**config.mk**
```make
export PLATFORM = sky130hd
export DESIGN_NAME = rtc_irq_unit
export DESIGN_NICKNAME = d
export VERILOG_FILES = /design/src/rtl/rtc_irq_pkg.sv /design/src/rtl/rtc_ref_prescaler.sv /design/src/rtl/rtc_rate_gen.sv /design/src/rtl/rtc_alarm_match.sv /design/src/rtl/rtc_flag_bank.sv /design/src/rtl/rtc_irq_unit.sv
export SDC_FILE = /design/constraint.sdc
export NUM_CORES = 1
export LEC_CHECK = 0
export BUFFER_PORTS_ARGS = -buffer_cell sky130_fd_sc_hd__buf_2
export CORE_UTILIZATION = 54
export DETAILED_ROUTE_END_ITERATION = 6
export GPL_TIMING_DRIVEN = 1
export PLACE_DENSITY = 0.86
export SETUP_SLACK_MARGIN = 0.15
export SLEW_MARGIN = 10
export SYNTH_ARGS = -nofsm -noshare
export SYNTH_HDL_FRONTEND = slang
export SYNTH_HIERARCHICAL = 1
export SYNTH_SLANG_ARGS = --single-unit
```
**constraint.sdc**
```tcl
create_clock -name clk -period 8.9 [get_ports clk]
set_input_delay 1.335 -clock clk [delete_from_list [all_inputs] [get_ports clk]]
set_output_delay 1.335 -clock clk [all_outputs]
set_load 0.01 [all_outputs]
```
**src/rtl/rtc_irq_pkg.sv**
```systemverilog
package rtc_irq_pkg;

  localparam int FLD_W = 8;
  localparam int N_FLD = 3;

  typedef enum logic [2:0] {
    DIV_HI_REF  = 3'b000,
    DIV_MID_REF = 3'b001,
    DIV_LO_REF  = 3'b010
  } div_mode_e;

  localparam int BIT_ANY = 7;

  typedef struct packed {
    logic pf;
    logic af;
    logic uf;
  } src_t;

endpackage

```
**src/rtl/rtc_ref_prescaler.sv**
```systemverilog
module rtc_ref_prescaler
  import rtc_irq_pkg::*;
#(
  parameter int DIV_HI  = 128,
  parameter int DIV_MID = 32
) (
  input  logic       clk,
  input  logic       rst_n,
  input  logic       ref_edge,
  input  logic [2:0] mode,
  output logic       hold,
  output logic       htick
);
  localparam int CW = $clog2(DIV_HI);

  logic [CW-1:0] cnt;
  logic [CW-1:0] lim_m1;
  logic          run;

  always_comb begin
    run    = 1'b1;
    lim_m1 = '0;
    case (div_mode_e'(mode))
      DIV_HI_REF:  lim_m1 = CW'(DIV_HI - 1);
      DIV_MID_REF: lim_m1 = CW'(DIV_MID - 1);
      DIV_LO_REF:  lim_m1 = '0;
      default:     run    = 1'b0;
    endcase
  end

  assign hold  = !run;
  // >= keeps a count left over from a slower mode from stalling
  assign htick = run && ref_edge && (cnt >= lim_m1);

  always_ff @(posedge clk) begin
    if (!rst_n)       cnt <= '0;
    else if (!run)    cnt <= '0;
    else if (ref_edge) cnt <= htick ? '0 : cnt + 1'b1;
  end

  p_hold_no_tick_r6: assert property (@(posedge clk) disable iff (!rst_n)
    hold |=> (cnt == '0));

endmodule

```
**src/rtl/rtc_rate_gen.sv**
```systemverilog
module rtc_rate_gen #(
  parameter int RATE_W  = 4,
  parameter int STAGE_W = 15
) (
  input  logic              clk,
  input  logic              rst_n,
  input  logic              hold,
  input  logic              htick,
  input  logic [RATE_W-1:0] rate,
  output logic              wave,
  output logic              pulse
);
  logic [STAGE_W-1:0] stage;
  logic [STAGE_W-1:0] mask;
  logic [STAGE_W:0]   span;
  logic               toggle;

  always_comb begin
    span   = (STAGE_W + 1)'(1) << (rate - RATE_W'(1));
    mask   = STAGE_W'(span - 1'b1);
    toggle = htick && (rate != '0) && ((stage & mask) == mask);
    pulse  = toggle && !wave;
  end

  always_ff @(posedge clk) begin
    if (!rst_n || hold) begin
      stage <= '0;
      wave  <= 1'b0;
    end else begin
      if (htick)  stage <= stage + 1'b1;
      if (toggle) wave  <= ~wave;
    end
  end

  p_hold_parks_r6: assert property (@(posedge clk) disable iff (!rst_n)
    hold |=> (!wave && stage == '0));
  p_pulse_rises_r5: assert property (@(posedge clk) disable iff (!rst_n)
    pulse |=> wave);
  p_idle_rate_r5: assert property (@(posedge clk) disable iff (!rst_n)
    (rate == '0 && !hold) |=> $stable(wave));

endmodule

```
**src/rtl/rtc_alarm_match.sv**
```systemverilog
module rtc_alarm_match #(
  parameter int NF = 3,
  parameter int W  = 8
) (
  input  logic [NF-1:0][W-1:0] now,
  input  logic [NF-1:0][W-1:0] alm,
  output logic                 hit
);
  logic [NF-1:0] fm;

  for (genvar gi = 0; gi < NF; gi++) begin : g_fld
    assign fm[gi] = (alm[gi][W-1 -: 2] == 2'b11) || (alm[gi] == now[gi]);
  end

  assign hit = &fm;

endmodule

```
**src/rtl/rtc_flag_bank.sv**
```systemverilog
module rtc_flag_bank
  import rtc_irq_pkg::*;
(
  input  logic clk,
  input  logic rst_n,
  input  src_t ev,
  input  src_t en,
  input  logic rd,
  output src_t flg,
  output logic any
);
  assign any = |(flg & en);

  always_ff @(posedge clk) begin
    if (!rst_n)  flg <= '0;
    else if (rd) flg <= ev;
    else         flg <= flg | ev;
  end

  p_read_clears_r10: assert property (@(posedge clk) disable iff (!rst_n)
    (rd && ev == '0) |=> (flg == '0 && !any));
  p_event_kept_r11: assert property (@(posedge clk) disable iff (!rst_n)
    (ev != '0) |=> ((flg & $past(ev)) == $past(ev)));
  p_uf_from_event_r4: assert property (@(posedge clk) disable iff (!rst_n)
    $rose(flg.uf) |-> $past(ev.uf));

endmodule

```
**src/rtl/rtc_irq_unit.sv**
```systemverilog
module rtc_irq_unit
  import rtc_irq_pkg::*;
#(
  parameter int RATE_W  = 4,
  parameter int STAGE_W = 15,
  parameter int DIV_HI  = 128,
  parameter int DIV_MID = 32
) (
  input  logic              clk,
  input  logic              rst_n,
  input  logic              ref_edge,
  input  logic [2:0]        div_mode,
  input  logic [RATE_W-1:0] rate_sel,
  input  logic              pie_en,
  input  logic              aie_en,
  input  logic              uie_en,
  input  logic              sqw_en,
  input  logic              upd_done,
  input  logic [FLD_W-1:0]  cur_sec,
  input  logic [FLD_W-1:0]  cur_min,
  input  logic [FLD_W-1:0]  cur_hr,
  input  logic [FLD_W-1:0]  alm_sec,
  input  logic [FLD_W-1:0]  alm_min,
  input  logic [FLD_W-1:0]  alm_hr,
  input  logic              flag_rd,
  output logic [7:0]        flags_c,
  output logic              irq,
  output logic              sqw
);
  logic hold, htick, wave, pulse, hit, any;
  logic [N_FLD-1:0][FLD_W-1:0] now_f, alm_f;
  src_t ev, en, flg;

  assign now_f = {cur_hr, cur_min, cur_sec};
  assign alm_f = {alm_hr, alm_min, alm_sec};

  rtc_ref_prescaler #(.DIV_HI(DIV_HI), .DIV_MID(DIV_MID)) u_pre (
    .clk(clk), .rst_n(rst_n), .ref_edge(ref_edge), .mode(div_mode),
    .hold(hold), .htick(htick));

  rtc_rate_gen #(.RATE_W(RATE_W), .STAGE_W(STAGE_W)) u_rate (
    .clk(clk), .rst_n(rst_n), .hold(hold), .htick(htick), .rate(rate_sel),
    .wave(wave), .pulse(pulse));

  rtc_alarm_match #(.NF(N_FLD), .W(FLD_W)) u_alm (
    .now(now_f), .alm(alm_f), .hit(hit));

  always_comb begin
    ev.pf = pulse;
    ev.af = upd_done && hit;
    ev.uf = upd_done;
    en.pf = pie_en;
    en.af = aie_en;
    en.uf = uie_en;
  end

  rtc_flag_bank u_flags (
    .clk(clk), .rst_n(rst_n), .ev(ev), .en(en), .rd(flag_rd),
    .flg(flg), .any(any));

  assign flags_c = {any, flg.pf, flg.af, flg.uf, 4'b0000};
  assign irq     = any;
  assign sqw     = wave && sqw_en;

  p_reset_quiet_r1: assert property (@(posedge clk)
    !rst_n |=> (flags_c == 8'h00 && !sqw));
  p_alarm_on_update_r2: assert property (@(posedge clk) disable iff (!rst_n)
    $rose(flg.af) |-> $past(upd_done));

endmodule

```
==> impl_metrics.py, run 1 <==
metrics = {
    "worst_setup_path": {
        "critPathCapture": "u_rate/wave$_SDFFE_PP0P_",
        "path_delay_family": "simple AND/OR/NAND/NOR gates",
        "startpoint_type": "primary input",
        "cp_num_cells": 12,
        "r2r_slack_ns": 6.09,
        "cp_max_fo": 10,
        "cpPeakStageDelay_ns": 0.61,
        "startpoint": "div_mode[2]",
        "regToRegEndpoint": "u_rate/wave$_SDFFE_PP0P_",
        "rr_worst_depth": 10,
        "slowest_stage": "a2111oi_4",
        "path_cells": "buf_2 > or3_1 > ha_1 > and4_1 > a2111oi_4 > nor2b_1 > and2_1 > o21ai_0 > nor4_1 > and4b_1 > nand3_2 > mux2_4",
        "r2r_start": "u_pre/cnt[5]$_SDFFE_PN0P_",
        "crit_arrival_ns": 4.16,
        "crit_buf_inv": 1,
        "critPathRequiredTime_ns": 9.06,
        "worstSetupEndpointType": "flip-flop",
        "worstSetupPathType": "in2reg",
    },
    "logic_synthesis": {
        "synth_area_mm2": 0.00206,
        "synth_flop_cell": "dfxtp_1",
        "synth_cell_types": 55,
        "synth_edf_count": 0,
        "synth_seq_area_share_pct": 25.2,
        "async_reset_ff_share_pct": 0,
        "synthTopCellsByCount": "xor2_1 (30), dfxtp_1 (26), nor2_1 (23)",
        "synthTopCellsByArea": "dfxtp_1 (25%), xor2_1 (13%), nor2_1 (4.2%)",
        "ys.warnings.count": 6,
        "post_synth.cell_area_avg_um2": 8.09,
        "synth_top_area_share_pct": 25.2,
        "synth_largest_area_cell": "dfxtp_1",
        "synth-seq-cells": 26,
        "yosysMostFrequentCell": "xor2_1",
        "syn_inst": 255,
    },
    "timing": {
        "skew_ns": 0.00951,
        "tns_ns": 0,
        "max_slew_margin_pct": 58.5,
        "clock.fmax_mhz": 250,
        "period_share_pct": 44.9,
        "hold_viol": 0,
        "fin_ws_ns": 4.90,
        "hold_ws_ns": 0.500,
        "maxSlewViolCount": 0,
        "fin_crit_ns": 4.00,
        "rsz0062_at_grt": "false",
        "tightest_slew_ns": 0.622,
        "setup_violations": 0,
    },
    "clock_network": {
        "clockRootBuffer": "clkbuf_8",
        "cts_resized": 0,
        "clockBufferDepth": 2,
        "cts_max_level": 1,
        "cts_tree": "built",
        "clkLatencyLatePin_ns": 0.27,
        "cts_setup_buffers": 0,
        "numClockSinks": 26,
        "hold_buffers": 0,
        "cts.clk_slew.worst_paths_ns": 0.09,
        "numCtsBuffers": 3,
    },
    "cells_and_area": {
        "instances_no_fill": 362,
        "diodes": 0,
        "fillCellCount": 319,
        "final_nets": 384,
        "drive_above_1_share_pct": 26.4,
        "area_growth_pct": 18.6,
        "final_core_util_pct": 66.8,
    },
    "global_routing": {
        "overflow": 0,
        "use_met1_pct": 27.6,
        "grt_usage_pct": 24.0,
        "grt_pass1_vias": 1908,
        "antenna_found_initial": 0,
        "met3_usage_pct": 3.39,
        "grt.busiest_layer": "met2",
        "grt_max_degree": 20,
        "grtUsageMet2_pct": 43.1,
        "grt_pass1_wl_um": 7850,
    },
    "placement": {
        "gp_congestion": 0.883,
        "dp_hpwl_um": 3620,
        "place_ws_ns": 4.63,
        "placed_cells": 358,
        "io_buffers": 69,
    },
    "route": {
        "vias": 2061,
        "vias_per_cell": 5.69,
        "wire_per_inst_um": 12.8,
        "drc_errors": 0,
        "ant_nets": 0,
        "drt_iter0_drc": 215,
        "drt-total-wl_um": 4640,
        "firstDrtPassIters": 4,
    },
    "floorplanning": {
        "die_h_um": 63.8,
        "rows": 22,
        "dieArea_mm2": 0.00407,
        "io_pins": 74,
        "dieWidth_um": 63.8,
        "initial_utilization_pct": 56.4,
        "core_area_mm2": 0.00366,
    },
    "power_and_ir_drop": {
        "peakVddDrop_mv": 0.0595,
        "power_leakage_nw": 0.975,
        "p_per_area_mw_per_mm2": 110,
    },
    "outcome": {
        "status": "finished, final reports clean",
    },
    "worst_hold_path": {
        "holdCritPathClass": "reg2reg",
    },
    "flow_run": {
        "max_cap_viol_count": 0,
    },
}
[tightest hold or removal path, stage by stage (launching register included)]
cell     delay [ns]
dfxtp_1        0.33
o21ai_0        0.07
a21oi_1        0.06
[cells by family (layout without fill, tap and decap cells)]
family                     after synthesis  after routing  share of synthesized area (%)
and+or+nand+nor                        108            108                           29.6
AOI/OAI and AO/OA                       49             49                           17.9
muxes                                    2              2                           1.21
adders and majority gates                6              6                           3.52
DFF                                     26             26                           25.2
other                                    1              4                          0.182
xor gates and xnor gates                37             37                           15.7
buffers and inverters                   26             82                           6.67
[worst min path at each step]
stage	from	end	slack, ns	depth (start not counted)
floorplan	u_rate/stage[9]$_SDFFE_PP0P_	u_rate/stage[9]$_SDFFE_PP0P_	0.46	2
global placement	u_pre/cnt[1]$_SDFFE_PN0P_	u_pre/cnt[1]$_SDFFE_PN0P_	0.47	2
detailed placement	u_rate/stage[9]$_SDFFE_PP0P_	u_rate/stage[9]$_SDFFE_PP0P_	0.49	2
CTS	u_rate/stage[9]$_SDFFE_PP0P_	u_rate/stage[9]$_SDFFE_PP0P_	0.50	2
global route	u_pre/cnt[1]$_SDFFE_PN0P_	u_pre/cnt[1]$_SDFFE_PN0P_	0.53	2
finish	u_rate/stage[9]$_SDFFE_PP0P_	u_rate/stage[9]$_SDFFE_PP0P_	0.50	2
[registers in the layout, summed over array words and instances (netlist names)]
name and count:
u_flags/flg 3, u_rate/stage 15, u_rate/wave 1, u_pre/cnt 7
[metal layers]
| layer | vias up | share of wire (%) |
|---|---|---|
| met3 | 10 | 5.9 |
| met4 | 0 | 2.4 |
| li1 | 1019 | - |
| met2 | 84 | 50 |
| met5 | - | 0 |
| met1 | 948 | 41 |
[area by class of cell]
cell class | instances | area, um^2 | area share, %
clock buffer | 3 | 41.3 | 1.69
sequential | 26 | 520 | 21.3
inverter | 9 | 33.8 | 1.38
tap | 48 | 60.1 | 2.45
timing repair buffer | 69 | 345 | 14.1
clock inverter | 1 | 30.0 | 1.23
multi-input combinational | 206 | 1420 | 57.9
[through the flow]
stage,cell area (um^2),power (mW)
detailed placement,2380,0.173
floorplan,2070,0.153
global placement,2380,0.172
global route,2450,0.282
CTS,2450,0.272
finish,2450,0.268
[layout by cell type, fill, tap and decap left out, drive strengths merged, types with 2 or more instances in the layout]
cell / instances
conb: 4
xnor2: 7
dfxtp: 26
nor3: 6
and3: 4
or4: 3
nor2b: 4
or3: 5
a21oi: 14
nand2b: 8
a31oi: 3
inv: 9
nand3: 10
clkbuf: 3
a211oi: 2
ha: 5
a22oi: 3
a2111oi: 2
nor4: 7
xor2: 30
nand3b: 3
nor2: 23
o21a: 3
nand4: 5
buf: 69
nand2: 14
o21ai: 11
and2: 5
nand4b: 4
[where the power goes]
group          switching [mW]  internal [mW]
clock                  0.0376         0.0602
sequential           0.000462          0.117
combinational          0.0282         0.0252
total                  0.0663          0.202
(Power assumes the default switching activity.)
==> inputs of run 2 (changes only) <==
--- a/config.mk
+++ b/config.mk
@@ -5,11 +5,12 @@
 export SDC_FILE = /design/constraint.sdc
 export NUM_CORES = 1
 export LEC_CHECK = 0
+export ABC_AREA = 1
 export BUFFER_PORTS_ARGS = -buffer_cell sky130_fd_sc_hd__buf_2
-export CORE_UTILIZATION = 54
+export CORE_UTILIZATION = 46
 export DETAILED_ROUTE_END_ITERATION = 6
 export GPL_TIMING_DRIVEN = 1
-export PLACE_DENSITY = 0.86
+export PLACE_DENSITY = 0.77
 export SETUP_SLACK_MARGIN = 0.15
 export SLEW_MARGIN = 10
 export SYNTH_ARGS = -nofsm -noshare
==> constraint.sdc (replaced) <==
create_clock -name clk -period 3.37 [get_ports clk]
set_input_delay 0.5055 -clock clk [delete_from_list [all_inputs] [get_ports clk]]
set_output_delay 0.5055 -clock clk [all_outputs]
set_load 0.01 [all_outputs]
==> impl_metrics.py, run 2 <==
metrics = {
    "outcome": {
        "status": "finished, final reports clean",
    },
    "logic_synthesis": {
        "synthTopCellsByCount": "nand2_1 (114), inv_1 (54), nor2_1 (50)",
        "syn_inst": 376,
        "synth-seq-cells": 26,
        "ys.warnings.count": 6,
        "synth_top_area_share_pct": 23.4,
        "synth_edf_count": 0,
        "post_synth.cell_area_avg_um2": 5.92,
        "synth_area_mm2": 0.00222,
        "synth_largest_area_cell": "dfxtp_1",
        "synth_seq_area_share_pct": 23.4,
        "yosysMostFrequentCell": "nand2_1",
        "synthTopCellsByArea": "dfxtp_1 (23%), nand2_1 (19%), inv_1 (9.1%)",
        "synth_flop_cell": "dfxtp_1",
        "async_reset_ff_share_pct": 0,
        "synth_cell_types": 31,
    },
    "cells_and_area": {
        "diodes": 0,
        "final_area_mm2": 0.00266,
        "final_common_cell": "nand2_1",
        "seq_area_um2": 520,
        "area_growth_pct": 19.7,
        "final_core_util_pct": 59.1,
        "layout_common_cells": "nand2_1 (114), buf_2 (69), inv_1 (54), nor2_1 (50), dfxtp_1 (26)",
        "largest_reg_flops": 15,
        "multi_input_area_mm2": 0.00143,
        "drive_above_1_share_pct": 22.9,
        "top_register": "u_rate/stage",
        "final_nets": 515,
        "largestRegisters": "u_rate/stage: 15 flops, u_pre/cnt: 7 flops, u_flags/flg: 3 flops",
        "fillCellCount": 465,
    },
    "global_routing": {
        "antenna_found_initial": 0,
        "grt_pass1_vias": 2163,
        "grt_usage_pct": 20.3,
        "grt_pass1_wl_um": 8580,
        "grt_max_degree": 16,
        "overflow": 0,
    },
    "flow_run": {
        "max_cap_viol_count": 0,
    },
    "floorplanning": {
        "dieArea_mm2": 0.00512,
        "die_h_um": 71.5,
        "dieWidth_um": 71.5,
        "io_pins": 74,
        "core_area_mm2": 0.00450,
        "rows": 24,
        "initial_utilization_pct": 49.4,
    },
    "worst_hold_path": {
        "hold_end": "u_flags/flg[0]$_SDFF_PN0_",
        "holdCritPathClass": "in2reg",
        "hp-start": "upd_done",
        "hold_depth": 3,
    },
    "route": {
        "firstDrtPassIters": 4,
        "drc_errors": 0,
        "wire_per_inst_um": 9.96,
        "drt-total-wl_um": 4950,
        "ant_nets": 0,
        "vias": 2386,
        "drt_iter0_drc": 108,
        "vias_per_cell": 4.80,
    },
    "placement": {
        "placed_area_mm2": 0.00259,
        "gp_congestion": 0.884,
        "io_buffers": 69,
        "dp_hpwl_um": 4130,
    },
    "clock_network": {
        "numClockSinks": 26,
        "cts.clk_slew.worst_paths_ns": 0.09,
        "clockRootBuffer": "clkbuf_8",
        "cts_resized": 0,
        "cts_setup_buffers": 0,
        "numCtsBuffers": 3,
        "clockBufferDepth": 2,
        "cts_tree": "built",
        "hold_buffers": 0,
        "clkLatencyLatePin_ns": 0.27,
        "cts_max_level": 1,
    },
    "worst_setup_path": {
        "worstSetupPathType": "in2reg",
        "cp_max_fo": 7,
        "rr_worst_depth": 19,
        "startpoint_type": "primary input",
        "worstSetupEndpointType": "flip-flop",
        "critPathRequiredTime_ns": 3.53,
        "r2r_start": "u_pre/cnt[6]$_SDFFE_PN0P_",
        "r2r_slack_ns": 0.85,
        "crit_arrival_ns": 2.96,
        "regToRegEndpoint": "u_rate/stage[13]$_SDFFE_PP0P_",
    },
    "timing": {
        "period_share_pct": 83.2,
        "hold_ws_ns": 0.487,
        "hold_viol": 0,
        "setup_violations": 0,
        "clock.fmax_mhz": 357,
        "rsz0062_at_grt": "false",
        "tns_ns": 0,
        "maxSlewViolCount": 0,
        "fin_crit_ns": 2.80,
        "skew_ns": 0.00167,
    },
    "power_and_ir_drop": {
        "peakVddDrop_mv": 0.324,
        "p_per_area_mw_per_mm2": 274,
        "power_leakage_nw": 1.36,
    },
}
==> run 2: power breakdown <==
group	internal [mW]	switching [mW]
clock network	0.159	0.0976
logic	0.0716	0.0911
registers	0.309	0.00167
total	0.539	0.190
==> run 2: worst max-delay path by stage <==
| stage | depth (start not counted) | end | slack, ns | startpoint |
|---|---|---|---|---|
| after floorplan | 21 | u_rate/stage[14]$_SDFFE_PP0P_ | 0.71 | div_mode[2] |
| after global placement | 22 | u_rate/stage[13]$_SDFFE_PP0P_ | 0.37 | div_mode[2] |
| after detailed placement | 22 | u_rate/stage[13]$_SDFFE_PP0P_ | 0.31 | div_mode[2] |
| after CTS | 22 | u_rate/stage[13]$_SDFFE_PP0P_ | 0.59 | div_mode[2] |
| after global routing | 22 | u_rate/stage[13]$_SDFFE_PP0P_ | 0.23 | div_mode[2] |
| final | 22 | u_rate/stage[13]$_SDFFE_PP0P_ | 0.57 | div_mode[2] |
==> run 2: critical path, cell delays in order <==
cell      delay, ns
buf_2          0.10
nor2_1         0.17
nand2_1        0.11
ha_1           0.30
nand2_1        0.05
inv_1          0.06
o211ai_1       0.09
nand2_1        0.06
o21bai_1       0.09
nand2_1        0.12
inv_1          0.19
nand2_1        0.07
nor2_1         0.12
nand2_1        0.07
inv_1          0.07
nand2_1        0.09
nor2_2         0.16
nand4_2        0.15
nor2_1         0.12
nand2_1        0.08
nor2_1         0.12
nor3b_2        0.06
==> run 2: logic make-up (layout without fill, tap and decap cells) <==
family | after synthesis | count (layout) | share of synthesized area [%]
and+or+nand+nor | 221 | 221 | 43.9
buffers and inverters | 67 | 133 | 12.7
AOI/OAI and AO/OA | 32 | 32 | 7.54
DFF | 26 | 26 | 23.4
xor gates and xnor gates | 24 | 24 | 9.45
adders and majority gates | 5 | 5 | 2.81
other | 1 | 4 | 0.169
==> run 2: layer usage <==
layer | vias to the layer above | track usage [%] | routed length [um]
li1 | 1289 | - | -
met1 | 1033 | 24.7 | 2270
met2 | 58 | 37.2 | 2430
met3 | 6 | 2.95 | 204
met4 | 0 | 5.45 | 45
met5 | - | 0 | 0
==> run 2: cell type report <==
cell class,count,area share [%]
Clock buffer,3,1.55
Multi-Input combinational cell,286,53.8
Clock inverter,1,1.13
Sequential cell,26,19.5
Timing Repair Buffer,70,13.2
Tap cell,52,2.44
Inverter,59,8.31
==> run 2: stage by stage <==
stage	worst slack (ns)	power (mW)	instances
global route	0.229	0.775	497
finish	0.566	0.729	497
detailed placement	0.308	0.480	493
global placement	0.374	0.476	493
floorplan	0.713	0.423	379
CTS	0.586	0.736	497
==> inputs of run 3 (changes only) <==
--- a/config.mk
+++ b/config.mk
@@ -5,12 +5,12 @@
 export SDC_FILE = /design/constraint.sdc
 export NUM_CORES = 1
 export LEC_CHECK = 0
-export ABC_AREA = 1
+export ABC_AREA = 0
 export BUFFER_PORTS_ARGS = -buffer_cell sky130_fd_sc_hd__buf_2
-export CORE_UTILIZATION = 46
+export CORE_UTILIZATION = 45
 export DETAILED_ROUTE_END_ITERATION = 6
 export GPL_TIMING_DRIVEN = 1
-export PLACE_DENSITY = 0.77
+export PLACE_DENSITY = 0.76
 export SETUP_SLACK_MARGIN = 0.15
 export SLEW_MARGIN = 10
 export SYNTH_ARGS = -nofsm -noshare
==> constraint.sdc (replaced) <==
create_clock -name clk -period 2.26 [get_ports clk]
set_input_delay 0.339 -clock clk [delete_from_list [all_inputs] [get_ports clk]]
set_output_delay 0.339 -clock clk [all_outputs]
set_load 0.01 [all_outputs]
==> impl_metrics.py, run 3 (same netlist as run 1, synthesis figures left out) <==
metrics = {
    "placement": {
        "dp_hpwl_um": 3920,
        "io_buffers": 69,
        "placed_area_mm2": 0.00257,
        "gp_congestion": 0.863,
    },
    "floorplanning": {
        "dieArea_mm2": 0.00486,
        "initial_utilization_pct": 47.1,
        "rows": 24,
        "core_area_mm2": 0.00438,
        "io_pins": 74,
        "die_h_um": 69.7,
        "dieWidth_um": 69.7,
    },
    "global_routing": {
        "overflow": 0,
        "grt_pass1_vias": 2150,
        "grt_max_degree": 18,
        "grt_usage_pct": 21.0,
        "antenna_found_initial": 0,
        "grt_pass1_wl_um": 8680,
    },
    "power_and_ir_drop": {
        "peakVddDrop_mv": 0.255,
        "power_leakage_nw": 1.11,
        "finalPower_mw": 0.997,
        "p_per_area_mw_per_mm2": 364,
    },
    "timing": {
        "setup_violations": 14,
        "maxSlewViolCount": 0,
        "max_slew_margin_pct": 57.7,
        "period_share_pct": 109,
        "skew_ns": 0.00645,
        "tns_ns": -1.73,
        "fin_crit_ns": 2.46,
        "fin_ws_ns": -0.198,
        "clock.fmax_mhz": 407,
        "hold_viol": 0,
        "rsz0062_at_grt": "true",
        "tightest_slew_ns": 0.635,
        "hold_ws_ns": 0.301,
    },
    "route": {
        "route.met2.wl_um": 2710,
        "vias_per_cell": 5.50,
        "ant_nets": 0,
        "vias": 2163,
        "wire_per_inst_um": 13.0,
        "wl_met1_um": 2130,
        "routed.top_layer": "met4",
        "drc_errors": 0,
        "drt-total-wl_um": 5130,
        "route.met3.wl_um": 255,
        "firstDrtPassIters": 4,
        "drt_iter0_drc": 160,
    },
    "clock_network": {
        "clockRootBuffer": "clkbuf_8",
        "cts_max_level": 1,
        "cts_tree": "built",
        "numCtsBuffers": 3,
        "cts.clk_slew.worst_paths_ns": 0.09,
        "clockBufferDepth": 2,
        "hold_buffers": 0,
        "clkLatencyLatePin_ns": 0.26,
        "numClockSinks": 26,
    },
    "cells_and_area": {
        "largestRegisters": "u_rate/stage: 15 flops, u_pre/cnt: 7 flops, u_flags/flg: 3 flops",
        "fillCellCount": 379,
        "seq_area_um2": 520,
        "final_area_mm2": 0.00274,
        "final_common_cell": "buf_2",
        "top_register": "u_rate/stage",
        "largest_reg_flops": 15,
        "multi_input_area_mm2": 0.00151,
        "area_growth_pct": 32.9,
        "diodes": 0,
        "drive_above_1_share_pct": 37.2,
        "layout_common_cells": "buf_2 (68), xor2_1 (30), dfxtp_1 (26), buf_4 (25), nor2_1 (21)",
        "final_nets": 411,
    },
    "worst_setup_path": {
        "crit_arrival_ns": 2.65,
        "worstSetupEndpointType": "flip-flop",
        "cp_max_fo": 4,
        "critPathRequiredTime_ns": 2.45,
        "startpoint_type": "primary input",
        "worstSetupPathType": "in2reg",
    },
    "outcome": {
        "status": "finished, violations left",
        "violations": "negative setup slack",
    },
    "flow_run": {
        "max_cap_viol_count": 0,
    },
    "worst_hold_path": {
        "holdCritPathClass": "in2reg",
    },
}
[run 3: cell types whose count changed in the layout (fill, tap and decap cells not counted), sizes merged, moves of 6 or more]
cell	delta
nor4	+6
xor2	+18
inv	-50
buf	+26
nor2	-38
nand2	-107
nand2b	+8
nand3	-15
[run 3: cell type report]
type	instances	area share, %
multi-input combinational	206	54.9
inverter	9	1.23
clock buffer	4	2.01
sequential	26	19.0
timing repair buffer	96	20.5
tap	52	2.37
[run 3: worst paths after layout]
check        slack (ns)  cells after the start                      endpoint                       from
max               -0.20                     11  u_rate/stage[7]$_SDFFE_PP0P_                div_mode[0]
min                0.30                      2     u_flags/flg[0]$_SDFF_PN0_                   upd_done
max reg2reg        0.01                     11  u_rate/stage[4]$_SDFFE_PP0P_  u_pre/cnt[6]$_SDFFE_PN0P_
min reg2reg        0.52                      2     u_pre/cnt[1]$_SDFFE_PN0P_  u_pre/cnt[1]$_SDFFE_PN0P_
[run 3: layer usage]
| metal | vias up | GRT usage (%) |
|---|---|---|
| met4 | 0 | 4.89 |
| met2 | 72 | 39.9 |
| met3 | 4 | 2.91 |
| met1 | 1011 | 24.6 |
| met5 | - | 0 |
| li1 | 1076 | - |
[run 3: through the flow]
stage / worst slack [ns] / util [%] / std cells
3_3_place_gp: -0.460 / 58.6 / 383
5_1_grt: -0.288 / 62.6 / 393
3_5_place_dp: -0.518 / 58.6 / 383
2_1_floorplan: -0.571 / - / 258
4_1_cts: -0.170 / 61.5 / 391
6_report: -0.198 / 62.6 / 393
[run 3: critical path: stages]
cell       delay [ns]
buf_6            0.09
or3_4            0.41
ha_4             0.29
and4_4           0.23
a2111oi_4        0.07
nor2b_1          0.16
and2_4           0.19
nand4_1          0.17
buf_4            0.20
or3_1            0.38
a21oi_1          0.12
[run 3: power by group]
group	switching [mW]	internal [mW]	total, mW
Sequential	0.00207	0.460	0.462
Clock	0.135	0.155	0.290
Combinational	0.120	0.126	0.245
Total	0.256	0.741	0.997
[run 3: repair_timing]
item | 4_1_cts | 5_1_grt
buffers inserted | 4 | 2
resized for setup | 11 | 6
pin swaps | 5 | 4
endpoints found under the setup margin | 17 | 17
